==> src/rtl/txr_pkg.sv <==
package txr_pkg;

    localparam int OWN_BIT    = 31;
    localparam int FS_BIT     = 30;
    localparam int LS_BIT     = 29;
    localparam int SUB_LO     = 24;
    localparam int PAD_LO     = 22;
    localparam int SUB_EN_BIT = 20;
    localparam int DESC_BYTES = 8;

    typedef enum logic [3:0] {
        ST_IDLE,
        ST_START,
        ST_SCAN,
        ST_DESC0,
        ST_DESC1,
        ST_FETCH,
        ST_EMIT,
        ST_RELEASE,
        ST_HEADCLR
    } txr_state_e;

endpackage

==> src/rtl/txr_seglen.sv <==
module txr_seglen #(
    parameter int LEN_W = 16
) (
    input  logic             mode_i,
    input  logic [LEN_W-1:0] len_i,
    input  logic             sub_en_i,
    input  logic [1:0]       sub_i,
    output logic [LEN_W+1:0] seg_len_o
);
    localparam int SEG_W = LEN_W + 2;

    logic [SEG_W-1:0] words_len;
    logic [SEG_W-1:0] sub_amt;

    always_comb begin
        words_len = {len_i, 2'b00};
        sub_amt   = sub_en_i ? SEG_W'(sub_i) : '0;
        if (mode_i) begin
            seg_len_o = words_len - sub_amt;
        end else begin
            seg_len_o = {2'b00, len_i};
        end
    end
endmodule

==> src/rtl/txr_ring_step.sv <==
module txr_ring_step #(
    parameter int AW   = 32,
    parameter int STEP = 8
) (
    input  logic          mode_i,
    input  logic [AW-1:0] ptr_i,
    input  logic [AW-1:0] start_i,
    input  logic [AW-1:0] end_i,
    output logic [AW-1:0] next_o
);
    logic [AW-1:0] inc;

    always_comb begin
        inc = ptr_i + AW'(STEP);
        if (mode_i) begin
            next_o = (ptr_i == end_i) ? start_i : inc;
        end else begin
            next_o = (inc == end_i) ? start_i : inc;
        end
    end
endmodule

==> src/rtl/txr_ring_reader.sv <==
module txr_ring_reader
    import txr_pkg::*;
#(
    parameter int AW       = 32,
    parameter int MAX_PKTS = 16,
    parameter int LEN_W    = 16,
    parameter int TOT_W    = 24
) (
    input  logic          clk_i,
    input  logic          rst_ni,
    input  logic          mode_i,
    input  logic [AW-1:0] ring_start_i,
    input  logic [AW-1:0] ring_end_i,
    input  logic          ring_init_i,
    input  logic          scan_req_i,
    input  logic          line_ready_i,
    output logic          mem_req_o,
    output logic          mem_we_o,
    output logic [AW-1:0] mem_addr_o,
    output logic [31:0]   mem_wdata_o,
    input  logic          mem_ack_i,
    input  logic [31:0]   mem_rdata_i,
    output logic          byte_valid_o,
    output logic [7:0]    byte_data_o,
    output logic          byte_last_o,
    output logic          tx_done_o,
    output logic          busy_o
);
    localparam int SEG_W = LEN_W + 2;
    localparam int CNT_W = $clog2(MAX_PKTS + 1);

    txr_state_e state_q, state_d;

    logic [AW-1:0]    cur_q, walk_q, buf_q, walk_nx;
    logic [TOT_W-1:0] tot_q, keep_q, pos_q;
    logic [SEG_W-1:0] seg_left_q, seg_len;
    logic [31:0]      word_q;
    logic [1:0]       lane_q;
    logic             fs_q, ls_q;
    logic [CNT_W-1:0] pkt_cnt_q;

    logic             own_w, fs_w, ls_w, rel_go, emit_valid;
    logic [1:0]       pad_w, trim2;
    logic [TOT_W-1:0] tot_sum, trim_w, keep_w;

    assign own_w = mem_rdata_i[OWN_BIT];
    assign fs_w  = mem_rdata_i[FS_BIT];
    assign ls_w  = mem_rdata_i[LS_BIT];
    assign pad_w = mem_rdata_i[PAD_LO+1:PAD_LO];

    txr_seglen #(.LEN_W(LEN_W)) u_seglen (
        .mode_i   (mode_i),
        .len_i    (mem_rdata_i[LEN_W-1:0]),
        .sub_en_i (mem_rdata_i[SUB_EN_BIT]),
        .sub_i    (mem_rdata_i[SUB_LO+1:SUB_LO]),
        .seg_len_o(seg_len)
    );

    txr_ring_step #(.AW(AW), .STEP(DESC_BYTES)) u_step (
        .mode_i (mode_i),
        .ptr_i  (walk_q),
        .start_i(ring_start_i),
        .end_i  (ring_end_i),
        .next_o (walk_nx)
    );

    // Packet length bookkeeping for the ownership walk
    always_comb begin
        tot_sum = tot_q + TOT_W'(seg_len);
        trim2   = 2'd0 - pad_w;
        trim_w  = TOT_W'(trim2);
        keep_w  = (tot_sum > trim_w) ? (tot_sum - trim_w) : '0;
        rel_go  = fs_q || mem_ack_i;
    end

    // State register
    always_ff @(posedge clk_i or negedge rst_ni) begin
        if (!rst_ni) begin
            state_q <= ST_IDLE;
        end else begin
            state_q <= state_d;
        end
    end

    // Transitions
    always_comb begin
        state_d = state_q;
        unique case (state_q)
            ST_IDLE:    if (scan_req_i) state_d = ST_START;
            ST_START:   state_d = line_ready_i ? ST_SCAN : ST_IDLE;
            ST_SCAN: begin
                if (mem_ack_i) begin
                    if (!own_w)     state_d = ST_IDLE;
                    else if (ls_w)  state_d = ST_DESC0;
                end
            end
            ST_DESC0:   if (mem_ack_i) state_d = ST_DESC1;
            ST_DESC1: begin
                if (mem_ack_i) state_d = (seg_left_q == '0) ? ST_RELEASE : ST_FETCH;
            end
            ST_FETCH:   if (mem_ack_i) state_d = ST_EMIT;
            ST_EMIT: begin
                if (seg_left_q == SEG_W'(1)) state_d = ST_RELEASE;
                else if (lane_q == 2'd3)     state_d = ST_FETCH;
            end
            ST_RELEASE: if (rel_go) state_d = ls_q ? ST_HEADCLR : ST_DESC0;
            ST_HEADCLR: begin
                if (mem_ack_i) begin
                    state_d = (pkt_cnt_q == CNT_W'(MAX_PKTS - 1)) ? ST_IDLE : ST_START;
                end
            end
            default:    state_d = ST_IDLE;
        endcase
    end

    // Outputs
    always_comb begin
        mem_req_o   = 1'b0;
        mem_we_o    = 1'b0;
        mem_addr_o  = walk_q;
        mem_wdata_o = '0;
        emit_valid  = 1'b0;
        tx_done_o   = 1'b0;
        unique case (state_q)
            ST_SCAN, ST_DESC0: mem_req_o = 1'b1;
            ST_DESC1: begin
                mem_req_o  = 1'b1;
                mem_addr_o = walk_q + AW'(4);
            end
            ST_FETCH: begin
                mem_req_o  = 1'b1;
                mem_addr_o = buf_q;
            end
            ST_EMIT:    emit_valid = (pos_q < keep_q);
            ST_RELEASE: begin
                mem_req_o = !fs_q;
                mem_we_o  = !fs_q;
            end
            ST_HEADCLR: begin
                mem_req_o  = 1'b1;
                mem_we_o   = 1'b1;
                mem_addr_o = cur_q;
                tx_done_o  = mem_ack_i;
            end
            default: ;
        endcase
        byte_valid_o = emit_valid;
        byte_data_o  = word_q[lane_q*8 +: 8];
        byte_last_o  = emit_valid && (pos_q == keep_q - TOT_W'(1));
        busy_o       = (state_q != ST_IDLE);
    end

    // Datapath
    always_ff @(posedge clk_i or negedge rst_ni) begin
        if (!rst_ni) begin
            cur_q      <= '0;
            walk_q     <= '0;
            buf_q      <= '0;
            tot_q      <= '0;
            keep_q     <= '0;
            pos_q      <= '0;
            seg_left_q <= '0;
            word_q     <= '0;
            lane_q     <= '0;
            fs_q       <= 1'b0;
            ls_q       <= 1'b0;
            pkt_cnt_q  <= '0;
        end else begin
            unique case (state_q)
                ST_IDLE: begin
                    if (ring_init_i) cur_q <= ring_start_i;
                    if (scan_req_i)  pkt_cnt_q <= '0;
                end
                ST_START: begin
                    walk_q <= cur_q;
                    tot_q  <= '0;
                end
                ST_SCAN: begin
                    if (mem_ack_i && own_w) begin
                        tot_q <= tot_sum;
                        if (ls_w) begin
                            keep_q <= keep_w;
                            pos_q  <= '0;
                            walk_q <= cur_q;
                        end else begin
                            walk_q <= walk_nx;
                        end
                    end
                end
                ST_DESC0: begin
                    if (mem_ack_i) begin
                        fs_q       <= fs_w;
                        ls_q       <= ls_w;
                        seg_left_q <= seg_len;
                    end
                end
                ST_DESC1:   if (mem_ack_i) buf_q <= mem_rdata_i;
                ST_FETCH: begin
                    if (mem_ack_i) begin
                        word_q <= mem_rdata_i;
                        lane_q <= '0;
                    end
                end
                ST_EMIT: begin
                    pos_q      <= pos_q + TOT_W'(1);
                    seg_left_q <= seg_left_q - SEG_W'(1);
                    lane_q     <= lane_q + 2'd1;
                    if (lane_q == 2'd3 && seg_left_q != SEG_W'(1)) buf_q <= buf_q + AW'(4);
                end
                ST_RELEASE: if (rel_go) walk_q <= walk_nx;
                ST_HEADCLR: begin
                    if (mem_ack_i) begin
                        cur_q     <= walk_q;
                        pkt_cnt_q <= pkt_cnt_q + CNT_W'(1);
                    end
                end
                default: ;
            endcase
        end
    end

    // Observation state for the assertions
    logic             tail_q;
    logic [CNT_W-1:0] pass_done_q;

    always_ff @(posedge clk_i or negedge rst_ni) begin
        if (!rst_ni) begin
            tail_q      <= 1'b0;
            pass_done_q <= '0;
        end else begin
            if (tx_done_o)        tail_q <= 1'b0;
            else if (byte_last_o) tail_q <= 1'b1;
            if (state_q == ST_IDLE && scan_req_i) pass_done_q <= '0;
            else if (tx_done_o)                   pass_done_q <= pass_done_q + CNT_W'(1);
        end
    end

    AST_REQ_HOLD: assert property (@(posedge clk_i) disable iff (!rst_ni)
        (mem_req_o && !mem_ack_i) |=> (mem_req_o && $stable(mem_addr_o) && $stable(mem_we_o)));
    AST_DONE_PULSE: assert property (@(posedge clk_i) disable iff (!rst_ni)
        tx_done_o |=> !tx_done_o);
    AST_NO_TAIL_BYTES: assert property (@(posedge clk_i) disable iff (!rst_ni)
        tail_q |-> !byte_valid_o);
    AST_PASS_LIMIT: assert property (@(posedge clk_i) disable iff (!rst_ni)
        tx_done_o |-> (pass_done_q < CNT_W'(MAX_PKTS)));
    AST_MODE0_WRAP: assert property (@(posedge clk_i) disable iff (!rst_ni)
        (tx_done_o && !mode_i) |=> (cur_q != ring_end_i));

endmodule

==> config.mk <==
export PLATFORM = sky130hd
export DESIGN_NAME = txr_ring_reader
export DESIGN_NICKNAME = d
export VERILOG_FILES = /design/src/rtl/txr_pkg.sv /design/src/rtl/txr_seglen.sv /design/src/rtl/txr_ring_step.sv /design/src/rtl/txr_ring_reader.sv
export SDC_FILE = /design/constraint.sdc
export NUM_CORES = 1
export LEC_CHECK = 0
export ABC_AREA = 1
export BUFFER_PORTS_ARGS = -buffer_cell sky130_fd_sc_hd__buf_2
export CORE_UTILIZATION = 50
export CTS_CLUSTER_SIZE = 12
export DETAILED_ROUTE_END_ITERATION = 8
export PLACE_DENSITY_LB_ADDON = 0.08
export SLEW_MARGIN = 10
export SYNTH_ARGS = -nofsm -noshare
export SYNTH_HDL_FRONTEND = slang
export SYNTH_SLANG_ARGS = --single-unit
==> constraint.sdc <==
create_clock -name clk_i -period 2.8 [get_ports clk_i]
set_clock_uncertainty 0.05 [all_clocks]
set_input_delay 0.14 -clock clk_i [delete_from_list [all_inputs] [get_ports clk_i]]
set_output_delay 0.14 -clock clk_i [all_outputs]
set_load 0.02 [all_outputs]
==> impl_metrics.csv, run 1 <==
group,metric,value,unit
drt,drt_iter0_drc,2371,
status,status,"complete, but fails checks",
synthesis,synth_top_cell_by_area,"dfrtp_1",
finish,final_util,0.7200,
finish,layout-drive-gt1-share,0.3303,
power,power,30.52,mW
synthesis,ys_seq_area_frac,0.2889,
synthesis,avgSynthCellArea,6.610,sq um
synthesis,synth-seq-cells,231,
global_routing,gr-total-overflow,0,
clock_network,cts_buffers,29,
drt,drt-wirelength-per-cell,20.60,microns
finish,layout.nets,3713,
global_routing,antenna_found_initial,0,
global_routing,grt_first_pass_wirelength,124800,microns
synthesis,synthArstFlopShare,1.000,
drt,drcViolationCount,0,
clock_network,clock-sinks,231,
drt,route.vias.total,23880,
clock_network,cts_tree,"done",
finish,area_delta_synth_final,40.69,%
sta,max_slew.worst_pin.slew,0.8336,ns
run,maxCapViolations,0,
clock_network,worstSkewPairLatency,0.60,ns
place,place_congestion,1.021,
critical_path,rr_worst_depth,22,
drt,wl,84290,microns
drt,firstDrtPassIters,6,
floorplanning,io-pin-count,181,
critical_path,path_depth,27,
sta,hold_violations,0,
synthesis,synthDistinctLibCells,63,
global_routing,grt_use_met3,0.06949,
global_routing,met1_usage,0.4890,
min_path,hold_path_class,"input pin to flop",
min_path,hold_path_depth,4,
floorplanning,fp.dieH,202.0,microns
critical_path,crit_path_end_kind,"flop",
sta,setup_violations,58,
synthesis,syn_area,20010,sq um
critical_path,cp_max_fo,4,
synthesis,netlist_instances,3027,
critical_path,cpMaxStageDelayCell,"ha_4",
clock_network,path_clk_slew,0.06,ns
synthesis,synth_edf_count,0,
sta,post-route-period-util,1.146,
synthesis,synth_top_cell_area_share,0.2889,
power,power.density,1084,nW/um^2
place,placed_area,23110,sq um
place,dp_cells,3854,
global_routing,grt_pass1_vias,22630,
critical_path,startpoint_type,"input pin",
sta,max_freq,311.7,MHz
floorplanning,start_util,0.5117,
critical_path,cpPeakStageDelay,0.31,ns
finish,finalNonFillerCells,4092,
synthesis,synth.area.top_cells,"dfrtp_1 29%, nand2_1 13%, nand3_1 8.0%",
sta,rsz0062_at_grt,"true",
place,portBuffers,148,
place,hpwl,59530,microns
floorplanning,die_w,202.0,microns
critical_path,crit_buf_inv,8,
clock_network,cts_root_buffer,"clkbuf_16",
clock_network,cts_max_level,1,
critical_path,cpMostUsedCell,"nand2_2",
drt,final_antenna_net_count,0,
critical_path,path_class,"input pin to flop",
sta,slew_headroom,0.4437,
floorplanning,floorplan.rows,72,
drt,vias_per_cell,5.837,
floorplanning,die_area,40820,sq um
finish,fin_area,28150,sq um
sta,period_minus_slack,3.208,ns
global_routing,busiest_layer,"met2",
global_routing,grtUsageMet2,0.6462,
clock_network,clockBufferDepth,3,
sta,slew_viol_final,0,
sta,layout_setup_ws,-0.4080,ns
power,leakagePower,13.52,nW
critical_path,crit_family,"simple AND/OR/NAND/NOR gates",
power,ir_worst_vdd,0.8072,mV
global_routing,grt_max_degree,68,
synthesis,yosysWarnings,0,
global_routing,grt_use_total,0.3906,
status,violations,"setup timing",
critical_path,worstPathArrival,3.64,ns
synthesis,synth_flop_cell,"dfrtp_1",
floorplanning,core-area,39100,sq um
critical_path,cp.required,3.23,ns
## cell usage after synthesis, types with 22 or more instances
cell type  number
a21oi_1       130
a21oi_2        31
buf_4          51
clkbuf_1       76
dfrtp_1       231
ha_1           57
inv_1         361
inv_2          31
nand2_1       715
nand3_1       319
nand4_1        60
nor2_1        262
nor3_1         46
o211ai_1       43
o21ai_0       224
o22ai_1        46
xnor2_1        22
xor2_1         97
## where the power goes
group	internal, mW	switching [mW]
logic	7.81	12.0
clock network	2.43	1.62
registers	4.86	1.74
## cell type report
cell class,count,area (sq um)
clock inverter,12,180.2
inverter,397,1506
antenna,1,2.502
fill,3223,10950
clock buffer,41,830.8
timing repair inverter,1,7.507
multi-input combinational,2270,14120
timing repair buffer,621,5055
sequential,231,5796
tap,518,648.1
## flip-flops by register name, summed over array words and instances, names as in the netlist, 5 cells and up
name        flops
buf_q          32
cur_q          32
walk_q         32
word_q         32
keep_q         24
pos_q          24
tot_q          24
seg_left_q     18
pkt_cnt_q       5
## per-layer routing
layer / vias up / routed length, microns
met5: - / 0
met4: 0 / 5165
met3: 323 / 6863
met2: 1182 / 38910
met1: 11370 / 33350
li1: 11010 / -
## cell families after synthesis
logic type,share of synthesized area
AO/OA/AOI/OAI,0.1633
XOR/XNOR,0.05647
adder cells (fa/ha/maj),0.03765
buffers and inverters,0.1186
flip-flops,0.2889
multiplexers,0.001126
other,0.0001874
AND/OR/NAND/NOR,0.3337
## tightest hold or removal path: cells and delay by family
| kind | cells | cell delay, ns |
|---|---|---|
| AO/OA/AOI/OAI | 2 | 0.22 |
| buffers and inverters | 2 | 0.24 |
## through the flow
| step | hold slack [ns] | setup slack [ns] | setup TNS (ns) |
|---|---|---|---|
| after floorplan | -0.2056 | -0.2878 | -5.016 |
| final | 0.01744 | -0.4080 | -9.857 |
| after global placement | 0.09965 | -1.160 | -32.87 |
| after detailed placement | 0.1021 | -1.153 | -34.83 |
| after CTS | 0.002725 | -0.2443 | -1.499 |
| after global routing | 0.03483 | -0.5677 | -17.97 |
## final timing paths
kind	slack, ns	endpoint	from
max in group asynchronous	1.77	walk_q[20]	rst_ni
setup reg to reg	-0.28	keep_q[0]	tot_q[0]
setup / recovery	-0.41	keep_q[0]	mem_rdata_i[20]
hold reg to reg	0.44	word_q[17]	word_q[17]
min in group asynchronous	0.08	seg_left_q[6]	rst_ni
hold / removal	0.02	buf_q[14]	mem_rdata_i[14]
## layout by cell type (no fill, tap or decap), types with 8 or more instances in the layout
cell type      instances
a21oi_1              101
a21oi_2               56
a22oi_1                9
a31oi_1               15
buf_12                20
buf_2                126
buf_4                368
buf_6                 40
clkbuf_16             35
conb_1                32
dfrtp_1              219
dfrtp_2               12
dlygate4sd3_1         57
ha_1                  40
ha_4                  15
inv_1                324
inv_2                 63
nand2_1              591
nand2_2              104
nand2_4               42
nand3_1              233
nand3_2               81
nand3_4               11
nand4_1               60
nor2_1               210
nor2_2                37
nor2_4                46
nor3_1                33
nor3_4                12
nor4_1                 8
o2111ai_1             12
o211ai_1              43
o21ai_0              194
o21ai_1               22
o21ai_2               13
o22ai_1               28
o22ai_2               15
xnor2_1               22
xor2_1                97
## what timing repair did
| action | in CTS | in global routing |
|---|---|---|
| hold buffers | 57 | 0 |
| pin swaps | 90 | 156 |
| endpoints found under the hold margin | 306 | 0 |
| buffers inserted | 65 | 60 |
| endpoints found under the setup margin | 93 | 104 |
| gates cloned | 4 | 6 |
| resized for setup | 227 | 377 |
(Power assumes the default switching activity.)
==> run 2, diff against run 1 <==
- ABC_AREA: 1 -> 0
- RECOVER_POWER: not set -> 50
==> run 2 against run 1 <==
Compared with the run above:
- the run ends with capacitance limit, slew limit, setup timing left
- routed wire length decreased by 21%
- critical endpoint is now keep_q[6]
- maximum frequency decreased by 9.7%
- register-to-register slack got worse by 0.41 ns
- die area fell by 11%
- sequential power decreased by 5.9%
- highest routed layer is now met5
- first-iteration DRC count shrank 23%
- clock power down 5%
==> impl_metrics.csv, run 2 <==
group,metric,value,unit
status,status,"complete, but fails checks",
status,violations,"capacitance limit, slew limit, setup timing",
clock_network,clockBufferDepth,3,
sta,max_slew.worst_pin.slew,2.498,ns
drt,final_antenna_net_count,0,
global_routing,antenna_found_initial,2,
synthesis,synth_top_cell_area_share,0.3252,
min_path,hold_path_class,"input pin to flop",
critical_path,cpMaxStageDelayCell,"or4_1",
global_routing,busiest_layer,"met2",
clock_network,cts_tree,"done",
sta,layout_setup_ws,-0.7519,ns
place,place_congestion,0.9783,
synthesis,synthDistinctLibCells,92,
synthesis,synth.area.top_cells,"dfrtp_1 33%, nand2_1 5.2%, xnor2_1 4.9%",
sta,setup_tns,-30.44,ns
drt,wl,66360,microns
finish,layout.nets,2830,
sta,period_minus_slack,3.552,ns
synthesis,synth_edf_count,0,
synthesis,yosysWarnings,0,
clock_network,cts_max_level,1,
global_routing,grt_max_degree,94,
power,p_comb_frac,0.635,
critical_path,crit_path_end_kind,"flop",
power,leakagePower,11.25,nW
global_routing,gr-total-overflow,0,
global_routing,met1_usage,0.5190,
place,pre_cts_slack,-1.435,ns
synthesis,avgSynthCellArea,8.381,sq um
finish,layout-drive-gt1-share,0.3471,
place,hpwl,47490,microns
critical_path,cpMostUsedCell,"o21ai_0",
floorplanning,floorplan.rows,68,
global_routing,grt_pass1_vias,17970,
synthesis,synthArstFlopShare,1.000,
drt,vias_per_cell,6.081,
clock_network,clock-sinks,231,
synthesis,synth-seq-cells,231,
floorplanning,io-pin-count,181,
synthesis,synth_flop_cell,"dfrtp_1",
critical_path,worstPathArrival,3.92,ns
critical_path,cp_cell_sequence,"buf_2 -> nand2_1 -> ha_2 -> and2_0 -> o21ai_0 -> o21ai_0 -> ha_1 -> or2_1 -> o221ai_4 -> a211oi_4 -> or4_1 -> a32oi_4 -> nand4b_4 -> nor4_4 -> buf_12 -> buf_8 -> buf_6 -> o31ai_2",
synthesis,netlist_instances,2121,
sta,fin_hold_ws,0.01982,ns
floorplanning,start_util,0.5108,
clock_network,worstSkewPairLatency,0.57,ns
power,swShare,0.4615,
finish,final_util,0.7267,
power,power.internal,14.87,mW
power,ir_worst_vdd,0.7409,mV
sta,slew_headroom,-0.6656,
sta,setup_violations,75,
drt,drt-wirelength-per-cell,21.11,microns
drt,route.vias.total,19110,
sta,post-route-period-util,1.269,
synthesis,synthMostInstantiatedCell,"nand2_1",
synthesis,ys_top_cells_by_count,"246 x nand2_1, 231 x dfrtp_1, 161 x a21oi_1, 159 x nor2_1, 149 x o21ai_0",
clock_network,cts_root_buffer,"clkbuf_16",
critical_path,path_class,"input pin to flop",
clock_network,cts_buffers,28,
drt,drcViolationCount,0,
sta,hold_violations,0,
sta,slew_viol_final,94,
global_routing,grt_first_pass_wirelength,100300,microns
finish,diodes,0,
global_routing,grt_use_met3,0.05797,
power,power.density,1092,nW/um^2
finish,final_cell_mix,"391 x buf_4, 230 x nand2_1, 226 x dfrtp_1",
clock_network,path_clk_slew,0.06,ns
finish,layout_commonest_cell,"buf_4",
critical_path,cpPeakStageDelay,0.60,ns
critical_path,startpoint_type,"input pin",
synthesis,synth_top_cell_by_area,"dfrtp_1",
global_routing,grt_use_total,0.3525,
floorplanning,die_area,36310,sq um
global_routing,grtUsageMet2,0.5274,
sta,max_freq,281.5,MHz
critical_path,cp.required,3.17,ns
synthesis,syn_area,17780,sq um
power,power.switching,12.74,mW
run,maxCapViolations,1,
critical_path,cp_max_fo,6,
power,power.share.clock,0.140,
floorplanning,fp.dieH,190.6,microns
floorplanning,die_w,190.6,microns
finish,area_delta_synth_final,42.26,%
sta,rsz0062_at_grt,"true",
drt,firstDrtPassIters,5,
synthesis,ys_seq_area_frac,0.3252,
place,portBuffers,148,
drt,drt_iter0_drc,1814,
power,pwr-share-seq,0.225,
floorplanning,core-area,34800,sq um
==> run 2: what timing repair did <==
action,CTS,global route
gates cloned,3,2
hold endpoints to repair,204,1
endpoints found under the setup margin,99,99
pin swaps,75,90
buffers inserted,46,30
gates resized for setup,197,180
hold buffers,64,1
==> run 2: stage by stage <==
step | std cells | power [mW] | instance area, sq um
finish | 3143 | 27.61 | 25290
global route | 3143 | 29.11 | 25290
CTS | 3119 | 26.06 | 24430
detailed placement | 2963 | 21.15 | 21640
global placement | 2963 | 20.86 | 21640
floorplan | 2152 | 14.99 | 18210
==> run 2: power groups by stage <==
stage	clock, mW	combinational, mW	sequential, mW
after detailed placement	0	15.0	6.13
after global routing	4.01	18.7	6.35
final	3.86	17.5	6.22
after global placement	0	14.8	6.10
after floorplan	0	9.40	5.59
after CTS	3.88	16.1	6.12
==> run 2: kinds of logic after synthesis <==
group / share of synthesized area
other: 0.0002110
adder cells (fa/ha/maj): 0.04237
AO/OA/AOI/OAI: 0.2139
XOR/XNOR: 0.08721
flip-flops: 0.3252
AND/OR/NAND/NOR: 0.2016
buffers and inverters: 0.05997
multiplexers: 0.06954
==> run 2: worst paths after layout <==
path | to | depth (start not counted) | slack [ns] | start
min | buf_q[7] | 4 | 0.02 | mem_rdata_i[7]
max reg2reg | keep_q[6] | 14 | -0.69 | tot_q[0]
max in group asynchronous | walk_q[7] | 2 | 0.20 | rst_ni
min in group asynchronous | pos_q[21] | 2 | 0.82 | rst_ni
max | keep_q[6] | 18 | -0.75 | mem_rdata_i[20]
min reg2reg | word_q[7] | 2 | 0.44 | word_q[7]
==> run 2: cell type report <==
cell class              count  area, sq um
clock buffers              41        870.8
well taps                 455        569.3
fillers                  2656         9510
multi-input cells        1692        12630
clock inverters             9        101.3
repair buffers            651         5091
inverters                  64        240.2
flip-flops and latches    231         5787
==> run 2: routing by layer <==
layer	wire (microns)	vias up	share of wire
li1	-	8764	-
met1	29160	9236	0.44
met2	28980	939	0.44
met3	6128	171	0.092
met4	2087	2	0.031
met5	13	-	0.00020
==> run 2: worst max-delay path, delay by kind of cell <==
| kind | cells | cell delay [ns] |
|---|---|---|
| AND/OR/NAND/NOR | 6 | 1.70 |
| AO/OA/AOI/OAI | 6 | 1.09 |
| buffers and inverters | 4 | 0.50 |
| adder cells (fa/ha/maj) | 2 | 0.48 |
